## src/rtl/adc_link_pkg.sv

```systemverilog
package adc_link_pkg;

  // Strobes from the control unit to the datapath, all one system cycle wide
  typedef struct packed {
    logic loadWord;   // chip select fell: latch the selected result
    logic shiftOut;   // falling serial edge inside a frame: advance data-out
    logic takeChan;   // rising serial edge within the channel field
    logic frameEnd;   // 16th rising serial edge
  } ctlStrobes_t;

endpackage

```

## src/rtl/adc_link_sync.sv

```systemverilog
module adc_link_sync #(
  parameter int W = 3,
  parameter int STAGES = 2,
  parameter logic [W-1:0] RST_VAL = '0
) (
  input  logic         clk,
  input  logic         rstN,
  input  logic [W-1:0] d,
  output logic [W-1:0] q
);

  logic [W-1:0] stage [STAGES];

  always_ff @(posedge clk or negedge rstN) begin
    if (!rstN) begin
      for (int i = 0; i < STAGES; i++) stage[i] <= RST_VAL;
    end else begin
      stage[0] <= d;
      for (int i = 1; i < STAGES; i++) stage[i] <= stage[i-1];
    end
  end

  assign q = stage[STAGES-1];

endmodule

```

## src/rtl/adc_link_ctl.sv

```systemverilog
module adc_link_ctl
  import adc_link_pkg::*;
#(
  parameter int FRAME_LEN = 16,
  parameter int CHAN_N = 8,
  parameter int CHAN_POS = 2,
  parameter int SYNC_STAGES = 2
) (
  input  logic        clk,
  input  logic        rstN,
  input  logic        sclkRaw,
  input  logic        csNRaw,
  input  logic        sdiRaw,
  output ctlStrobes_t st,
  output logic        sdiSync,
  output logic        csIdle
);

  localparam int CHAN_W = $clog2(CHAN_N);
  localparam int CNT_W = $clog2(FRAME_LEN + 1);
  localparam logic [CNT_W-1:0] CNT_FULL = CNT_W'(FRAME_LEN);
  localparam logic [CNT_W-1:0] CNT_LAST = CNT_W'(FRAME_LEN - 1);
  localparam logic [CNT_W-1:0] CHAN_LO = CNT_W'(CHAN_POS);
  localparam logic [CNT_W-1:0] CHAN_HI = CNT_W'(CHAN_POS + CHAN_W - 1);

  logic [2:0] syncQ;
  logic sclkS, csS;
  logic sclkD, csD;
  logic sclkRise, sclkFall, csFall;
  logic [CNT_W-1:0] bitCnt;

  // serial clock and chip select reset high (idle), data-in resets low
  adc_link_sync #(.W(3), .STAGES(SYNC_STAGES), .RST_VAL(3'b110)) sync_i (
    .clk (clk),
    .rstN(rstN),
    .d   ({sclkRaw, csNRaw, sdiRaw}),
    .q   (syncQ)
  );

  assign sclkS   = syncQ[2];
  assign csS     = syncQ[1];
  assign sdiSync = syncQ[0];
  assign csIdle  = csS;

  always_ff @(posedge clk or negedge rstN) begin
    if (!rstN) begin
      sclkD <= 1'b1;
      csD   <= 1'b1;
    end else begin
      sclkD <= sclkS;
      csD   <= csS;
    end
  end

  assign sclkRise = sclkS & ~sclkD;
  assign sclkFall = ~sclkS & sclkD;
  assign csFall   = ~csS & csD;

  // counts rising edges in the frame, saturates at FRAME_LEN, cleared by chip select high
  always_ff @(posedge clk or negedge rstN) begin
    if (!rstN) begin
      bitCnt <= '0;
    end else if (csS) begin
      bitCnt <= '0;
    end else if (sclkRise && bitCnt != CNT_FULL) begin
      bitCnt <= bitCnt + 1'b1;
    end
  end

  always_comb begin
    st.loadWord = csFall;
    st.shiftOut = sclkFall && !csS && bitCnt != '0 && bitCnt != CNT_FULL;
    st.takeChan = sclkRise && !csS && bitCnt >= CHAN_LO && bitCnt <= CHAN_HI;
    st.frameEnd = sclkRise && !csS && bitCnt == CNT_LAST;
  end

  p_cnt_bound_r1: assert property (@(posedge clk) disable iff (!rstN)
    bitCnt <= CNT_FULL);

  p_end_once_r1: assert property (@(posedge clk) disable iff (!rstN)
    st.frameEnd |=> !st.frameEnd);

  p_abort_clears_r7: assert property (@(posedge clk) disable iff (!rstN)
    csS |=> bitCnt == '0);

  p_no_shift_idle_r6: assert property (@(posedge clk) disable iff (!rstN)
    csS |-> !st.shiftOut && !st.takeChan && !st.frameEnd);

endmodule

```

## src/rtl/adc_link_dp.sv

```systemverilog
module adc_link_dp
  import adc_link_pkg::*;
#(
  parameter int DATA_W = 12,
  parameter int CHAN_N = 8,
  parameter int FRAME_LEN = 16
) (
  input  logic                     clk,
  input  logic                     rstN,
  input  ctlStrobes_t              st,
  input  logic                     sdiSync,
  input  logic                     csIdle,
  input  logic [CHAN_N*DATA_W-1:0] chanData,
  output logic                     sdo,
  output logic                     frameDone,
  output logic [$clog2(CHAN_N)-1:0] chanSel
);

  localparam int CHAN_W = $clog2(CHAN_N);
  localparam int LEAD_Z = FRAME_LEN - DATA_W;

  logic [DATA_W-1:0] chanArr [CHAN_N];
  logic [FRAME_LEN-1:0] outWord;
  logic [CHAN_W-1:0] chanShift;
  logic [CHAN_W-1:0] selChan;

  for (genvar g = 0; g < CHAN_N; g++) begin : g_unpack
    assign chanArr[g] = chanData[g*DATA_W +: DATA_W];
  end

  // result word: latched at frame start, shifted after each falling edge
  always_ff @(posedge clk or negedge rstN) begin
    if (!rstN) begin
      outWord <= '0;
    end else if (st.loadWord) begin
      outWord <= {{LEAD_Z{1'b0}}, chanArr[selChan]};
    end else if (st.shiftOut) begin
      outWord <= {outWord[FRAME_LEN-2:0], 1'b0};
    end
  end

  // channel field collection and frame-end commit
  always_ff @(posedge clk or negedge rstN) begin
    if (!rstN) begin
      chanShift <= '0;
      selChan   <= '0;
      frameDone <= 1'b0;
    end else begin
      frameDone <= st.frameEnd;
      if (st.takeChan) chanShift <= {chanShift[CHAN_W-2:0], sdiSync};
      if (st.frameEnd) selChan <= chanShift;
    end
  end

  assign sdo     = !csIdle && outWord[FRAME_LEN-1];
  assign chanSel = selChan;

  p_lead_zero_r2: assert property (@(posedge clk) disable iff (!rstN)
    st.loadWord |=> outWord[FRAME_LEN-1:DATA_W] == '0);

  p_word_hold_r5: assert property (@(posedge clk) disable iff (!rstN)
    !st.loadWord && !st.shiftOut |=> $stable(outWord));

  p_chan_hold_r4: assert property (@(posedge clk) disable iff (!rstN)
    !st.frameEnd |=> $stable(selChan));

  p_done_pulse_r1: assert property (@(posedge clk) disable iff (!rstN)
    frameDone |=> !frameDone);

endmodule

```

## src/rtl/adc_link_slave.sv

```systemverilog
module adc_link_slave #(
  parameter int DATA_W = 12,
  parameter int CHAN_N = 8,
  parameter int FRAME_LEN = 16,
  parameter int CHAN_POS = 2,
  parameter int SYNC_STAGES = 2
) (
  input  logic                      clk,
  input  logic                      rstN,
  input  logic                      sclkIn,
  input  logic                      csNIn,
  input  logic                      sdiIn,
  input  logic [CHAN_N*DATA_W-1:0]  chanData,
  output logic                      sdoOut,
  output logic                      frameDone,
  output logic [$clog2(CHAN_N)-1:0] chanOut
);

  adc_link_pkg::ctlStrobes_t st;
  logic sdiSync;
  logic csIdle;

  adc_link_ctl #(
    .FRAME_LEN(FRAME_LEN), .CHAN_N(CHAN_N),
    .CHAN_POS(CHAN_POS), .SYNC_STAGES(SYNC_STAGES)
  ) ctl_i (
    .clk    (clk),
    .rstN   (rstN),
    .sclkRaw(sclkIn),
    .csNRaw (csNIn),
    .sdiRaw (sdiIn),
    .st     (st),
    .sdiSync(sdiSync),
    .csIdle (csIdle)
  );

  adc_link_dp #(
    .DATA_W(DATA_W), .CHAN_N(CHAN_N), .FRAME_LEN(FRAME_LEN)
  ) dp_i (
    .clk      (clk),
    .rstN     (rstN),
    .st       (st),
    .sdiSync  (sdiSync),
    .csIdle   (csIdle),
    .chanData (chanData),
    .sdo      (sdoOut),
    .frameDone(frameDone),
    .chanSel  (chanOut)
  );

  p_idle_low_r6: assert property (@(posedge clk) disable iff (!rstN)
    csIdle |-> !sdoOut);

endmodule

```

## config.mk

```make
export PLATFORM = sky130hd
export DESIGN_NAME = adc_link_slave
export DESIGN_NICKNAME = d
export VERILOG_FILES = /design/src/rtl/adc_link_pkg.sv /design/src/rtl/adc_link_sync.sv /design/src/rtl/adc_link_ctl.sv /design/src/rtl/adc_link_dp.sv /design/src/rtl/adc_link_slave.sv
export SDC_FILE = /design/constraint.sdc
export NUM_CORES = 1
export LEC_CHECK = 0
export BUFFER_PORTS_ARGS = -buffer_cell sky130_fd_sc_hd__buf_2
export CAP_MARGIN = 0
export CORE_MARGIN = 2
export CORE_UTILIZATION = 40
export CTS_CLUSTER_SIZE = 40
export DETAILED_ROUTE_END_ITERATION = 16
export GPL_ROUTABILITY_DRIVEN = 0
export PLACE_DENSITY = 0.7
export REMOVE_ABC_BUFFERS = 1
export SYNTH_ARGS = -nofsm -noshare
export SYNTH_HDL_FRONTEND = slang
export SYNTH_SLANG_ARGS = --single-unit
```

## constraint.sdc

```tcl
create_clock -name clk -period 2.05 [get_ports clk]
set_input_delay 0.3075 -clock clk [delete_from_list [all_inputs] [get_ports clk]]
set_output_delay 0.3075 -clock clk [all_outputs]
set_load 0.02 [all_outputs]
```

==> impl_metrics.ini <==
[cts]
post_cts_resized = 0
cts_hold_buf = 0
cts_buffer_depth = 2
cts_sinks = 36
htreeDepth = 2
postCtsSetupBuffers = 0
cts_inserted_buffers = 5
path_clk_slew_ns = 0.07
clock_latency_ns = 0.29
cts_root_buffer = clkbuf_8
cts_tree = done

[setup_path]
worstSetupEndpoint = dp_i.outWord[10]
r2r_cells = 3
r2r_slack_ns = 0.30
crit_path_end_kind = flop
cp-start-kind = flop
arrival_ns = 1.95
worstPathRequired_ns = 2.26
criticalPathCategory = flop to flop
cp_max_fo = 15
worstSetupStartpoint = ctl_i.sclkD
r2r-start = ctl_i.sclkD
timing.rr.end = dp_i.outWord[10]

[routing]
vias = 1950
wl_per_cell_um = 14.7
drt_first_iter_violations = 139
top_layer = met4
ant_nets = 0
routed_via_density = 5.52
wl_met2_um = 2720
remaining_drc_errors = 0
wl_met3_um = 290
drt-met1-wl_um = 2150
drt_wl_total_um = 5200
dr.pass1.iters = 4

[place]
port_buffers = 105
pre_cts_ws_ns = 0.113
hpwl_um = 3990
dp.cells = 345

[synthesis]
yosysWarnings = 0
synth_cells = 182
netlist.top_cell.by_area = dfrtp_1
ys_ff_latch = 36
synth.avg_cell_area_um2 = 12.5
synthesis.area_um2 = 2270
synth_ff_type = dfrtp_1
yosysTopAreaCellShare_pct = 33.1
synth_cell_types = 37
yosysSeqAreaShare_pct = 40.0
synth_enable_flop_cells = 0
synth-async-reset-ratio_pct = 100
synthTopCellsByArea = dfrtp_1, mux4_2, dfstp_2

[pwr]
clkPwrFrac_pct = 33.4
power.internal_mw = 1.18
power_leakage_nw = 1.27
total_power_mw = 1.57
p_comb_share_pct = 16.1
p_seq_share_pct = 50.6
power_density_nw_per_um2 = 543
peakVddDrop_v = 0.000343
switchingPower_mw = 0.398
p_sw_share_pct = 25.3

[run_status]
run_status = finished, final reports clean

[global_route]
grt_pass1_wl_um = 9000
grt_max_degree = 37
grt_pass1_vias = 2083
grt_usage_pct = 18.4
overflow = 0
antenna_found_initial = 0

[floorplan]
die_w_um = 79.3
rows = 27
initial_core_util_pct = 41.2
coreArea_um2 = 5510
dieHeight_um = 79.3
io_pins = 106
dieArea_um2 = 6290

[run]
drv_cap = 0

[sta]
tns_ns = 0
worstMarginPinSlew_ns = 0.923
slew_headroom_pct = 38.2
rsz0062_at_grt = no
setup_viol_count_final = 0
min_period_ns = 1.75
drv_slew = 0
period_share_pct = 85.2
hold_viol = 0
fmax_ghz = 0.573
worst_slack_ns = 0.303
fin_skew_ns = 0.00504

[cells_and_area]
final_cells = 353
area_growth_pct = 27.8
fin_nets = 384
drive_gt1_share_pct = 52.7
antennaDiodeCount = 0

[min_path]
hp-class = primary input to async pin
metrics by stage:
step           cell area [um2]  hold WS, ns  util, %
6_report                  2900       0.0969     52.7
5_1_grt                   2900       0.0992     52.7
4_1_cts                   2900       0.0959     52.6
3_5_place_dp              2800        0.349     50.9
3_3_place_gp              2800        0.333     50.9
2_1_floorplan             2150       0.0119        -
flip-flops by register name (all words and copies together) (netlist names):
name and count:
dp_i.chanShift 3, dp_i.outWord 16, ctl_i.csD 1, dp_i.chanSel 3, ctl_i.sync_i.q 3, ctl_i.sclkD 1
ctl_i.bitCnt 5, dp_i.frameDone 1, ctl_i.sync_i.stage 3
cell families (layout without fill, tap and decap cells):
family          Yosys count  in the layout  synth area share, %
compound gates           52             52                 13.3
simple gates             38             38                 11.0
buf+inv                  21            120                 5.84
flops                    36             36                 40.0
mux                      32             32                 28.2
fa+ha+maj                 3              3                 1.65
cell usage after synthesis (2+ instances only):
| library cell | count |
|---|---|
| buf_2 | 8 |
| clkbuf_1 | 3 |
| dfstp_2 | 6 |
| nand3_1 | 18 |
| ha_1 | 3 |
| mux4_2 | 21 |
| a31oi_1 | 11 |
| o21ai_1 | 6 |
| dfrtp_1 | 30 |
| nor3b_2 | 3 |
| buf_6 | 3 |
| a21oi_1 | 7 |
| nor2_1 | 3 |
| o21ai_0 | 13 |
| o22ai_1 | 11 |
| inv_1 | 4 |
| nand2b_1 | 2 |
| mux4_1 | 3 |
| mux2_1 | 7 |
| nor2b_1 | 3 |
worst min-delay path by stage:
stage	endpoint	slack, ns	from	cells after the start
after floorplan	ctl_i.bitCnt[0]	0.01	rstN	0
after global placement	ctl_i.sync_i.q[0]	0.33	ctl_i.sync_i.stage[3]	0
after detailed placement	ctl_i.sync_i.q[1]	0.35	ctl_i.sync_i.stage[4]	0
after CTS	ctl_i.sync_i.stage[4]	0.1	csNIn	1
after global routing	ctl_i.sync_i.stage[4]	0.1	csNIn	1
final	dp_i.outWord[9]	0.1	rstN	1
critical path, cell delays in order, from the launching register on:
cell and delay, ns:
dfstp_2 0.55, nor3b_2 0.75, nand3_1 0.15, a31oi_1 0.21
per-layer routing:
| metal | vias to the layer above | track usage, % |
|---|---|---|
| met4 | 0 | 7.24 |
| met3 | 6 | 5.00 |
| met1 | 957 | 21.2 |
| li1 | 921 | - |
| met2 | 66 | 32.4 |
| met5 | - | 0 |
power groups by stage:
stage	clock network, mW	logic [mW]	registers (mW)
floorplan	0	0.125	0.799
finish	0.525	0.253	0.796
global placement	0	0.244	0.808
global route	0.567	0.284	0.803
detailed placement	0	0.256	0.807
CTS	0.544	0.255	0.795
area by class of cell:
type	instances	area, um2
clock inverters	2	10.0
clock buffers	6	82.6
fillers	491	2610
multi-input cells	125	1230
inverters	4	15.0
repair buffers	108	561
well taps	72	90.1
flip-flops and latches	36	908
layout by cell type (no fill, tap or decap), types with 4 or more instances in the layout:
master    instances
buf_2           105
dfrtp_1          30
mux4_2           21
nand3_1          18
o21ai_0          13
o22ai_1          11
a31oi_1          11
mux2_1            7
a21oi_1           7
o21ai_1           6
clkbuf_8          6
dfstp_2           6
inv_1             4
Power figures use the tool's default switching activity.
